File: config.mk
export PLATFORM = sky130hd
export DESIGN_NAME = irq_msi_dispatch
export DESIGN_NICKNAME = d
export VERILOG_FILES = /design/src/rtl/irq_msi_pkg.sv /design/src/rtl/msi_compose.sv /design/src/rtl/pin_status_bank.sv /design/src/rtl/dispatch_ctrl.sv /design/src/rtl/irq_msi_dispatch.sv
export SDC_FILE = /design/constraint.sdc
export NUM_CORES = 1
export LEC_CHECK = 0
export BUFFER_PORTS_ARGS = -buffer_cell sky130_fd_sc_hd__buf_2
export CAP_MARGIN = 0
export CORE_AREA = 2 2 165 167
export CTS_CLUSTER_DIAMETER = 40
export DETAILED_ROUTE_END_ITERATION = 10
export DIE_AREA = 0 0 167 169
export PLACE_DENSITY = 0.57
export SLEW_MARGIN = 15
export SYNTH_ARGS = -nofsm -noshare
export SYNTH_HDL_FRONTEND = slang
export SYNTH_HIERARCHICAL = 1
export SYNTH_SLANG_ARGS = --single-unit
File: constraint.sdc
create_clock -name clk -period 2.3 [get_ports clk]
set_clock_uncertainty 0.05 [all_clocks]
set_input_delay 0.23 -clock clk [delete_from_list [all_inputs] [get_ports clk]]
set_output_delay 0.23 -clock clk [all_outputs]
set_load 0.01 [all_outputs]
File: src/rtl/irq_msi_pkg.sv
// Package: shared field positions, constants and the controller state type
// for the interrupt-to-MSI dispatcher.
// Assumes a 64-bit redirection entry with the layout listed in the brief.
package irq_msi_pkg;

    localparam int ENTRY_W   = 64;
    localparam int VEC_W     = 8;
    localparam int DMODE_W   = 3;
    localparam int MSG_W     = 32;

    // Entry field positions (decoded by this block)
    localparam int F_VEC_LO   = 0;
    localparam int F_DMODE_LO = 8;
    localparam int F_DSTMODE  = 11;
    localparam int F_TRIG     = 15;
    localparam int F_MASK     = 16;
    localparam int F_DEST_LO  = 56;

    // Fixed message address parts
    localparam logic [11:0] MSG_BASE_HI = 12'hFEE;
    localparam logic        REDIR_HINT  = 1'b1;

    typedef enum logic [1:0] {
        ST_IDLE   = 2'd0,
        ST_LOOKUP = 2'd1,
        ST_SEND   = 2'd2,
        ST_WAIT   = 2'd3
    } disp_state_t;

    // Destination ID: 4 bits in physical mode, 8 bits in logical mode
    function automatic logic [7:0] dest_id(input logic [ENTRY_W-1:0] ent);
        logic [7:0] raw;
        raw = ent[F_DEST_LO +: 8];
        return ent[F_DSTMODE] ? raw : {4'b0000, raw[3:0]};
    endfunction

endpackage

File: src/rtl/msi_compose.sv
// Module: msi_compose
// Builds the message address and data words from one redirection entry
// and reports the entry's mask and trigger bits.
// Assumes: purely combinational; remote_bit is the pin's remote IRR before
// any update caused by the delivery being built.
module msi_compose
    import irq_msi_pkg::*;
(
    input  logic [ENTRY_W-1:0] entry,
    input  logic               remote_bit,
    output logic [MSG_W-1:0]   addr,
    output logic [MSG_W-1:0]   data,
    output logic               masked,
    output logic               level
);

    logic [7:0]         did;
    logic [VEC_W-1:0]   vec;
    logic [DMODE_W-1:0] dmode;
    logic               dstmode;
    logic               unused_fields;

    // Field extraction
    always_comb begin
        did     = dest_id(entry);
        vec     = entry[F_VEC_LO +: VEC_W];
        dmode   = entry[F_DMODE_LO +: DMODE_W];
        dstmode = entry[F_DSTMODE];
        masked  = entry[F_MASK];
        level   = entry[F_TRIG];
    end

    assign unused_fields = ^{entry[55:17], entry[14:12]};

    // Address word assembly
    always_comb begin
        addr        = '0;
        addr[31:20] = MSG_BASE_HI;
        addr[19:12] = did;
        addr[3]     = REDIR_HINT;
        addr[2]     = dstmode;
    end

    // Data word assembly
    always_comb begin
        data        = '0;
        data[15]    = level;
        data[14]    = remote_bit;
        data[10:8]  = dmode;
        data[7:0]   = vec;
    end

endmodule

File: src/rtl/pin_status_bank.sv
// Module: pin_status_bank
// Holds the remote-IRR and delivery-status bits of every pin.
// Assumes: set_pend and acc never pulse in the same cycle (single request
// in flight). An acceptance that sets remote IRR overrides a same-cycle
// end-of-interrupt clear.
module pin_status_bank
    import irq_msi_pkg::*;
#(
    parameter int NUM_PINS = 24,
    localparam int IDX_W = $clog2(NUM_PINS)
) (
    input  logic                      clk,
    input  logic                      rst_n,
    input  logic                      set_pend,
    input  logic                      acc,
    input  logic                      acc_lvl,
    input  logic [IDX_W-1:0]          upd_pin,
    input  logic                      eoi_valid,
    input  logic [VEC_W-1:0]          eoi_vec,
    input  logic [NUM_PINS*VEC_W-1:0] cfg_vec_flat,
    input  logic [NUM_PINS-1:0]       cfg_lvl,
    output logic [NUM_PINS-1:0]       remote_irr,
    output logic [NUM_PINS-1:0]       dlv_status
);

    genvar gi;
    generate
        for (gi = 0; gi < NUM_PINS; gi++) begin : g_pin
            logic hit;
            logic eoi_hit;
            assign hit     = (int'(upd_pin) == gi);
            assign eoi_hit = eoi_valid && cfg_lvl[gi] &&
                             (cfg_vec_flat[gi*VEC_W +: VEC_W] == eoi_vec);

            // Delivery status: set when presented, cleared on acceptance
            always_ff @(posedge clk) begin
                if (!rst_n)              dlv_status[gi] <= 1'b0;
                else if (set_pend && hit) dlv_status[gi] <= 1'b1;
                else if (acc && hit)      dlv_status[gi] <= 1'b0;
            end

            // Remote IRR: set on level acceptance (wins), cleared by matching EOI
            always_ff @(posedge clk) begin
                if (!rst_n)                      remote_irr[gi] <= 1'b0;
                else if (acc && acc_lvl && hit)  remote_irr[gi] <= 1'b1;
                else if (eoi_hit)                remote_irr[gi] <= 1'b0;
            end

            // a matching EOI with no competing set clears a level pin
            assert_eoi_clear_R8: assert property (@(posedge clk) disable iff (!rst_n)
                (eoi_hit && !(acc && acc_lvl && hit)) |=> !remote_irr[gi]);

            // an EOI leaves edge pins alone when no acceptance targets them
            assert_eoi_edge_keep_R8: assert property (@(posedge clk) disable iff (!rst_n)
                (eoi_valid && !cfg_lvl[gi] && !(acc && hit)) |=> $stable(remote_irr[gi]));
        end
    endgenerate

    // without an acceptance or EOI, remote IRR never moves
    assert_remote_hold_R7: assert property (@(posedge clk) disable iff (!rst_n)
        (!acc && !eoi_valid) |=> $stable(remote_irr));

    // without presentation or acceptance, delivery status never moves
    assert_dlv_hold_R1: assert property (@(posedge clk) disable iff (!rst_n)
        (!acc && !set_pend) |=> $stable(dlv_status));

    // a level acceptance always leaves remote IRR set
    assert_set_wins_R9: assert property (@(posedge clk) disable iff (!rst_n)
        (acc && acc_lvl) |=> remote_irr[$past(upd_pin)]);

    // an acceptance always clears delivery status
    assert_acc_clear_R6: assert property (@(posedge clk) disable iff (!rst_n)
        acc |=> !dlv_status[$past(upd_pin)]);

endmodule

File: src/rtl/dispatch_ctrl.sv
// Module: dispatch_ctrl
// Sequences one request: capture, table lookup, message offer, response.
// Assumes: the table answers in the same cycle as tbl_rd_idx (driven by
// pin_q); responses are only taken after the message handshake.
module dispatch_ctrl
    import irq_msi_pkg::*;
#(
    parameter int NUM_PINS = 24,
    localparam int IDX_W = $clog2(NUM_PINS)
) (
    input  logic             clk,
    input  logic             rst_n,
    input  logic             svc_valid,
    input  logic [IDX_W-1:0] svc_pin,
    output logic             svc_busy,
    output logic [IDX_W-1:0] pin_q,
    input  logic             ent_masked,
    input  logic             ent_level,
    input  logic [MSG_W-1:0] cmp_addr,
    input  logic [MSG_W-1:0] cmp_data,
    output logic             msg_valid,
    input  logic             msg_ready,
    output logic [MSG_W-1:0] msg_addr,
    output logic [MSG_W-1:0] msg_data,
    input  logic             rsp_valid,
    input  logic             rsp_accept,
    output logic             set_pend,
    output logic             acc,
    output logic             acc_lvl
);

    disp_state_t state;
    logic        in_range;

    assign in_range = int'(svc_pin) < NUM_PINS;

    // Request sequencing and message capture
    always_ff @(posedge clk) begin
        if (!rst_n) begin
            state    <= ST_IDLE;
            pin_q    <= '0;
            msg_addr <= '0;
            msg_data <= '0;
            acc_lvl  <= 1'b0;
        end else begin
            case (state)
                ST_IDLE: begin
                    if (svc_valid && in_range) begin
                        pin_q <= svc_pin;
                        state <= ST_LOOKUP;
                    end
                end
                ST_LOOKUP: begin
                    if (ent_masked) begin
                        state <= ST_IDLE;
                    end else begin
                        msg_addr <= cmp_addr;
                        msg_data <= cmp_data;
                        acc_lvl  <= ent_level;
                        state    <= ST_SEND;
                    end
                end
                ST_SEND: begin
                    if (msg_ready) state <= ST_WAIT;
                end
                ST_WAIT: begin
                    if (rsp_valid) state <= ST_IDLE;
                end
                default: state <= ST_IDLE;
            endcase
        end
    end

    // Status strobes and channel outputs
    always_comb begin
        svc_busy  = (state != ST_IDLE);
        msg_valid = (state == ST_SEND);
        set_pend  = (state == ST_LOOKUP) && !ent_masked;
        acc       = (state == ST_WAIT) && rsp_valid && rsp_accept;
    end

    // an offered message holds until taken
    assert_msg_hold_R12: assert property (@(posedge clk) disable iff (!rst_n)
        (msg_valid && !msg_ready) |=> (msg_valid && $stable(msg_addr) && $stable(msg_data)));

    // the serviced pin index does not change while busy
    assert_pin_locked_R10: assert property (@(posedge clk) disable iff (!rst_n)
        (svc_busy && svc_valid) |=> $stable(pin_q));

endmodule

File: src/rtl/irq_msi_dispatch.sv
// Module: irq_msi_dispatch (top)
// Services interrupt pins by reading their redirection entry, building
// an MSI address/data pair, offering it on a valid/ready channel and
// updating per-pin remote-IRR and delivery-status bits.
// Assumes: a combinational external table read port; flat per-pin vector
// and trigger inputs for end-of-interrupt matching.
module irq_msi_dispatch
    import irq_msi_pkg::*;
#(
    parameter int NUM_PINS = 24,
    localparam int IDX_W = $clog2(NUM_PINS)
) (
    input  logic                      clk,
    input  logic                      rst_n,
    input  logic                      svc_valid,
    input  logic [IDX_W-1:0]          svc_pin,
    output logic                      svc_busy,
    output logic [IDX_W-1:0]          tbl_rd_idx,
    input  logic [ENTRY_W-1:0]        tbl_rd_data,
    input  logic [NUM_PINS*VEC_W-1:0] cfg_vec_flat,
    input  logic [NUM_PINS-1:0]       cfg_lvl,
    output logic                      msg_valid,
    input  logic                      msg_ready,
    output logic [MSG_W-1:0]          msg_addr,
    output logic [MSG_W-1:0]          msg_data,
    input  logic                      rsp_valid,
    input  logic                      rsp_accept,
    input  logic                      eoi_valid,
    input  logic [VEC_W-1:0]          eoi_vec,
    output logic [NUM_PINS-1:0]       remote_irr_o,
    output logic [NUM_PINS-1:0]       dlv_status_o
);

    logic [IDX_W-1:0] pin_q;
    logic [MSG_W-1:0] cmp_addr;
    logic [MSG_W-1:0] cmp_data;
    logic             ent_masked;
    logic             ent_level;
    logic             cur_remote;
    logic             set_pend;
    logic             acc;
    logic             acc_lvl;

    assign tbl_rd_idx = pin_q;
    assign cur_remote = remote_irr_o[pin_q];

    msi_compose u_compose (
        .entry      (tbl_rd_data),
        .remote_bit (cur_remote),
        .addr       (cmp_addr),
        .data       (cmp_data),
        .masked     (ent_masked),
        .level      (ent_level)
    );

    dispatch_ctrl #(.NUM_PINS(NUM_PINS)) u_ctrl (
        .clk        (clk),
        .rst_n      (rst_n),
        .svc_valid  (svc_valid),
        .svc_pin    (svc_pin),
        .svc_busy   (svc_busy),
        .pin_q      (pin_q),
        .ent_masked (ent_masked),
        .ent_level  (ent_level),
        .cmp_addr   (cmp_addr),
        .cmp_data   (cmp_data),
        .msg_valid  (msg_valid),
        .msg_ready  (msg_ready),
        .msg_addr   (msg_addr),
        .msg_data   (msg_data),
        .rsp_valid  (rsp_valid),
        .rsp_accept (rsp_accept),
        .set_pend   (set_pend),
        .acc        (acc),
        .acc_lvl    (acc_lvl)
    );

    pin_status_bank #(.NUM_PINS(NUM_PINS)) u_status (
        .clk          (clk),
        .rst_n        (rst_n),
        .set_pend     (set_pend),
        .acc          (acc),
        .acc_lvl      (acc_lvl),
        .upd_pin      (pin_q),
        .eoi_valid    (eoi_valid),
        .eoi_vec      (eoi_vec),
        .cfg_vec_flat (cfg_vec_flat),
        .cfg_lvl      (cfg_lvl),
        .remote_irr   (remote_irr_o),
        .dlv_status   (dlv_status_o)
    );

    // physical-mode messages never carry upper destination bits
    assert_phys_dest_R2: assert property (@(posedge clk) disable iff (!rst_n)
        (msg_valid && !msg_addr[2]) |-> (msg_addr[19:16] == 4'h0));

    // the pin being offered is marked pending
    assert_pending_R13: assert property (@(posedge clk) disable iff (!rst_n)
        msg_valid |-> dlv_status_o[tbl_rd_idx]);

    // an out-of-range request from idle never starts a service
    assert_range_R11: assert property (@(posedge clk) disable iff (!rst_n)
        (!svc_busy && svc_valid && (int'(svc_pin) >= NUM_PINS)) |=> !svc_busy);

endmodule

After elaboration in Yosys (flattened, before gate mapping)
Cells that the tools add are included.
{"block": "word_totals", "register_bits": 80, "inputBits": 300, "output_inout_bits": 119, "wordCells": 393}
{"block": "classes", "n_lt_le_gt_ge": 2, "eq_ne": 53, "mux": 104, "bitwise_logic": 1, "reduce_logical": 180}
{"operator": "equality test 8 bit", "n": 24}
{"operator": "logical AND 1 bit", "n": 125}
{"operator": "nonzero test 2 bit", "n": 49}
{"operator": "two-way mux 1 bit", "n": 97}
{"operator": "equality test 5 bit, second input constant", "n": 16}
{"operator": "equality test 5 x 4 -> 1 bit, second input constant", "n": 4}
{"operator": "equality test 5 x 3 -> 1 bit, second input constant", "n": 2}
{"operator": "two-way mux 2 bit", "n": 4}
{"operator": "two-way mux 8 bit", "n": 1}
{"operator": "one-hot mux 2 bit (4 select lines)", "n": 1}
{"operator": "less-than comparator 5 x 6 -> 1 bit, second input constant", "n": 1}
{"operator": "binary-select mux 1 bit (select 5 bit)", "n": 1}
{"operator": "equality test 5 x 2 -> 1 bit, second input constant", "n": 1}
{"operator": "zero test 5 bit", "n": 1}
{"operator": "less-than comparator 5 bit, second input constant", "n": 1}
{"operator": "equality test 2 bit, second input constant", "n": 2}
{"operator": "inequality test 2 x 1 -> 1 bit, second input constant", "n": 2}
{"operator": "AND reduction 2 bit", "n": 2}
{"operator": "AND reduction 3 bit", "n": 1}
{"operator": "equality test 2 x 1 -> 1 bit, second input constant", "n": 1}
{"operator": "zero test 2 bit", "n": 1}
{"operator": "inequality test 2 bit, second input constant", "n": 1}
{"operator": "zero test 1 bit", "n": 1}
{"operator": "inverter 1 bit", "n": 1}

Longest topological paths before layout
{"block": "depth", "ltp_word": 6, "mapped_depth": 8, "depth_no_buf": 6}

Hierarchy
The synthesis kept the hierarchy.
{"mod": "pin_status_bank", "instances": 1, "cells_each": 542, "area_each_um2": 4444.3, "seq_area_each_um2": 960.9}
{"mod": "dispatch_ctrl", "instances": 1, "cells_each": 319, "area_each_um2": 2922.8, "seq_area_each_um2": 1441.4}
{"mod": "msi_compose", "instances": 1, "cells_each": 68, "area_each_um2": 498.0, "seq_area_each_um2": 0.0}
{"mod": "irq_msi_dispatch", "instances": 1, "cells_each": 21, "area_each_um2": 227.7, "seq_area_each_um2": 0.0}

Least setup slack after synthesis
OpenSTA, ideal clock, no wires.
{"block": "synth_path", "path_kind": "register -> register", "from": "reg u_ctrl.pin_q[0]", "to": "reg u_ctrl.msg_data[14]", "setup_ns": 0.118, "t_arrival_ns": 1.699, "setup_slack_ns": 0.433, "path_stages_with_launch": 8, "path_buffers": 1, "cell_sequence": "dfxtp_1 > mux4_1 > mux2_2 > nand3_2 > nand4_1 > buf_4 > nand2_1 > a21boi_2"}
{"block": "synth_between", "elab_chain_len": 2}
{"item": "start, declared", "line_no": "dispatch_ctrl.sv:16", "source": "output logic [IDX_W-1:0] pin_q,"}
{"item": "start signal, assigned", "line_no": "dispatch_ctrl.sv:49", "source": "pin_q <= svc_pin;"}
{"item": "binary-select mux 1 bit (select 5 bit)", "line_no": "irq_msi_dispatch.sv:45", "source": "assign cur_remote = remote_irr_o[pin_q];"}
{"item": "two-way mux 1 bit (implied by the code)", "line_no": "irq_msi_dispatch.sv:45"}
{"item": "net cur_remote", "line_no": "irq_msi_dispatch.sv:39", "source": "logic cur_remote;"}
{"item": "end signal, assigned", "line_no": "dispatch_ctrl.sv:58", "source": "msg_data <= cmp_data;"}
{"item": "end, declared", "line_no": "dispatch_ctrl.sv:24", "source": "output logic [MSG_W-1:0] msg_data,"}
The timed path passes the listed nets, and every way through them passes these cells. The select of a mux whose other input is x is not followed.
A chain may end at the register's enable or synchronous reset.

Worst setup path in the final report
{"block": "layout_path", "from": "reg u_ctrl.pin_q[1]", "to": "reg u_status.dlv_status[2]"}
{"block": "layout_between", "elab_chain_len": 3, "elab_cells_between_ends": 5}
{"item": "equality test 5 x 3 -> 1 bit *", "line_no": "pin_status_bank.sv:31", "source": "assign hit = (int'(upd_pin) == gi);"}
{"item": "logical AND 1 bit, on equally long branches", "line_no": "pin_status_bank.sv:38, pin_status_bank.sv:39"}
{"item": "two-way mux 1 bit or nonzero test 2 bit (tied branches)"}
{"item": "end signal, assigned by index", "line_no": "pin_status_bank.sv:37", "source": "if (!rst_n) dlv_status[gi] <= 1'b0;"}
{"item": "end signal, assigned by index", "line_no": "pin_status_bank.sv:38", "source": "else if (set_pend && hit) dlv_status[gi] <= 1'b1;"}
{"item": "end signal, assigned by index", "line_no": "pin_status_bank.sv:39", "source": "else if (acc && hit) dlv_status[gi] <= 1'b0;"}
{"item": "end, declared", "line_no": "pin_status_bank.sv:23", "source": "output logic [NUM_PINS-1:0] dlv_status"}
Mark *: on every way between the ends. The rest lies on a longest branch, timed or not.

==> results.md <==
* Floorplan die width at between 150 and 200 µm
* HPWL after detailed placement at approximately 25,000 µm
* Synth warnings at 6
* Relative max-transition margin at 51.6%
* Area taken by flip-flops and latches at between 2000 and 2500 µm²
* Post-synthesis sequential area ratio at between 20% and 30%
* Tcrit/Tclk final at 91.5%
* Fraction of final layout cells sized beyond drive strength 1 at between 30% and 40%
* Drt first-iter violations at 504
* Starting utilization of the core area at 30.5%
* Average instance area after synthesis at about 8.5 µm²
* Global-route wire length before repair at 44,100 µm
* Worst setup SP type: register
* Total number of vias at 7,645
* Setup TNS at 0 ns
* Cts hold-fix bufs at 11
* Xor/xnor cell area share of the yosys netlist at between 20 and 25%
* Endpoint arrival time on the critical path at about 2.4 ns
* Max Root-Sink Buffers at 2
* Hold WC Path Type: in -> reg
* Remaining antenna violation count after routing at 0
* Commonest cells after routing, fill and taps aside: 375 x sky130_fd_sc_hd__buf_2, 192 x sky130_fd_sc_hd__xnor2_1, 148 x sky130_fd_sc_hd__nand2_1
* Slowest cell delay on critical path at between 0.7 and 0.8 ns
* TritonCTS clock tree: built
* Worst IR Drop VDD at between 0.0005 and 0.0006 V
* Number of enable-type register cells in the synthesized netlist at 0
* Critical-path maximum fanout at 17
* Combinational family with the most area after synthesis: XOR/XNOR gates
* Pin count of the biggest net entering global routing at 66
* Data required time at the worst endpoint at between 2 and 3 ns
* Mapped cell area at between 8000 and 9000 µm²
* Std-Cell Core Area at 26,500 µm²
* Multi-input gate area at a little under 5000 µm²
* Category of the most critical setup path: reg -> reg
* CTS H-tree lvls at 4
* Number of hold-slack violations in the final timing report at 0
* Grt total ovfl at 0
* Root buf cell: sky130_fd_sc_hd__clkbuf_16
* Commonest non-fill, non-tap cell in the layout: sky130_fd_sc_hd__buf_2
* Simple-Gate Fraction of Synth Area at 20.7%
* Number of filler cells placed in the layout at roughly 2,800
* RSZ-0062 raised after global routing: no
* Reg clk slew, reported paths at 0.06 ns
* Post-layout utilization of the core at around two fifths
* Routability congestion estimate from global placement at just over 0.9
* Category of cells accounting for the largest share of critical-path delay: flip-flops
* Most frequently used flop master after synthesis: sky130_fd_sc_hd__dfxtp_1
* Final Max Tran Viols at 0
* Clock latency reported for the late side of the worst-skew pair at 0.41 ns
* Count of pins on the block boundary at 419
* Count of maximum capacitance violations at 0
* Critical Path End Type: register
* Yosys reg bits at 120
* Die outline height at 169 µm
* Site row count at 60
* Power density cells at roughly 560 nW/µm²
* All-layer global routing usage at 20.6%
* Adder-cell area share of the yosys netlist at 0%
* Die area at 28,200 µm²
* Achievable Freq at 475 MHz
* Post-layout min period at 2.11 ns
* Pre-Repair DR Iteration Count at 4
* Num CTS Buffers at 17
* Status: completed
* TritonCTS sink count at 120
* DR WL/cell at roughly 18 µm
* Multiplexer area fraction after synthesis at roughly 2.5%
* Count of endpoints failing setup in the final report at 0
* Initial antenna violation count at 1
* Resized cells post-CTS at 0
* Worst path slowest cell: sky130_fd_sc_hd__dfxtp_1
* Number of different library cells in the post-synthesis netlist at 51
* Worst path bufs/invs at 1
* Number of buffers inserted by post-CTS setup repair at 0
* Instance count of the mapped netlist at between 900 and 1,000
* Number of nets in the layout at 1,599
* Port Buffers at 376
* Synth Area in Compound Gates at 15.4%
* Via count of the first global-routing pass at between 7,000 and 8,000
* Slew of the pin with the lowest slew margin at 0.724 ns
* Area Growth Syn to Fin at 32.4%
* CP cell instances: buf_4, nor3b_2, nand3_1, a32oi_1, nor2b_1
* Synth async-reset ratio at 0%
* Wire length after detailed routing at 30,400 µm
* Post-route DRC at 0
* Static leakage at between 4 and 5 nW
* Routed via count divided by cell count at 4.62
==> metal layers <==
metal,global-route usage [%],share of wire (%),vias up,wire length [µm]
met4,5.13,1.6,0,482
met2,35.0,49,298,14800
met1,26.5,44,3545,13300
li1,-,-,3782,-
met3,4.77,6.2,20,1900
met5,0,0,-,0
==> tightest hold or removal path, delay by kind of cell <==
| kind | cells | cell delay [ns] |
|---|---|---|
| AO/OA/AOI/OAI | 1 | 0.06 |
| buffers and inverters | 1 | 0.09 |
| AND/OR/NAND/NOR | 1 | 0.04 |
==> cell type report <==
type	instances	area share (%)
Multi-Input combinational cell	737	46.3
Sequential cell	120	22.4
Timing Repair Buffer	419	21.7
Clock buffer	21	4.30
Tap cell	341	3.98
Clock inverter	11	1.14
Inverter	4	0.152
Antenna cell	1	0.0234
==> power by group <==
| group | internal [mW] | leakage [nW] | switching [mW] |
|---|---|---|---|
| sequential | 2.12 | 0.970 | 0.0401 |
| clock | 1.65 | 0.275 | 0.969 |
| combinational | 0.588 | 3.10 | 0.606 |
==> final timing paths <==
kind / from / to / slack [ns] / depth (start not counted)
worst max register to register: u_ctrl/pin_q[1]$_SDFFE_PN0P_ / u_status/dlv_status[2]$_SDFFE_PN0P_ / 0.19 / 5
worst min-delay path: tbl_rd_data[58] / u_ctrl/msg_addr[14]$_SDFFE_PN0P_ / 0.02 / 3
worst max-delay path: u_ctrl/pin_q[1]$_SDFFE_PN0P_ / u_status/dlv_status[2]$_SDFFE_PN0P_ / 0.19 / 5
worst min register to register: u_ctrl/msg_addr[4]$_SDFFE_PN0P_ / u_ctrl/msg_addr[4]$_SDFFE_PN0P_ / 0.41 / 2
==> registers in the layout (all words and copies together), names as in the netlist, named ones only <==
| register | flops |
|---|---|
| u_ctrl/pin_q | 5 |
| u_status/remote_irr | 24 |
| u_ctrl/msg_data | 32 |
| u_status/dlv_status | 24 |
| u_ctrl/msg_addr | 32 |
| u_ctrl/acc_lvl | 1 |
| u_ctrl/state | 1 |
==> per-stage QoR <==
stage                     hold slack [ns]  setup slack, ns  cells  total power [mW]  cell area [µm²]
after floorplan                     0.322            0.433    990              2.98             8240
after global placement              0.397            0.313   1610              3.37            10000
after detailed placement            0.403            0.268   1610              3.38            10000
after CTS                        0.000454            0.229   1653              6.04            10700
after global routing               0.0117           0.0258   1654              6.25            10700
final                              0.0222            0.195   1654              5.98            10700
==> synth_stat cells, types with 2 or more instances <==
master	n	share of area (%)
sky130_fd_sc_hd__buf_4	80	7.4
sky130_fd_sc_hd__mux4_2	2	0.56
sky130_fd_sc_hd__o31ai_1	24	2.2
sky130_fd_sc_hd__a21bo_2	4	0.49
sky130_fd_sc_hd__clkbuf_1	23	1.1
sky130_fd_sc_hd__nor3b_2	2	0.31
sky130_fd_sc_hd__and2_1	5	0.39
sky130_fd_sc_hd__xnor2_1	192	21
sky130_fd_sc_hd__inv_1	2	0.093
sky130_fd_sc_hd__buf_12	2	0.49
sky130_fd_sc_hd__nand3_1	69	4.3
sky130_fd_sc_hd__mux4_1	2	0.65
sky130_fd_sc_hd__nor3_2	3	0.37
sky130_fd_sc_hd__nand2b_1	5	0.39
sky130_fd_sc_hd__nor3_1	7	0.43
sky130_fd_sc_hd__nor2b_1	25	1.9
sky130_fd_sc_hd__buf_2	21	1.3
sky130_fd_sc_hd__a21boi_1	7	0.65
sky130_fd_sc_hd__nand4_1	28	2.2
sky130_fd_sc_hd__a22oi_1	16	1.5
sky130_fd_sc_hd__a32oi_1	4	0.43
sky130_fd_sc_hd__dfxtp_1	120	30
sky130_fd_sc_hd__a221oi_1	2	0.22
sky130_fd_sc_hd__a21boi_0	57	5.3
sky130_fd_sc_hd__conb_1	2	0.093
sky130_fd_sc_hd__mux2i_1	9	1.1
sky130_fd_sc_hd__nand2_2	20	1.5
sky130_fd_sc_hd__a21boi_2	30	4.2
sky130_fd_sc_hd__nand2_1	148	6.9
sky130_fd_sc_hd__nand3b_1	3	0.28
sky130_fd_sc_hd__nor2_1	16	0.74
==> cell families after synthesis <==
group | count (synthesis)
AND/OR/NAND/NOR | 341
XOR/XNOR | 192
AO/OA/AOI/OAI | 148
buffers and inverters | 133
flip-flops | 120
multiplexers | 14
other | 2
No activity file was read; power rests on OpenSTA's default activity.
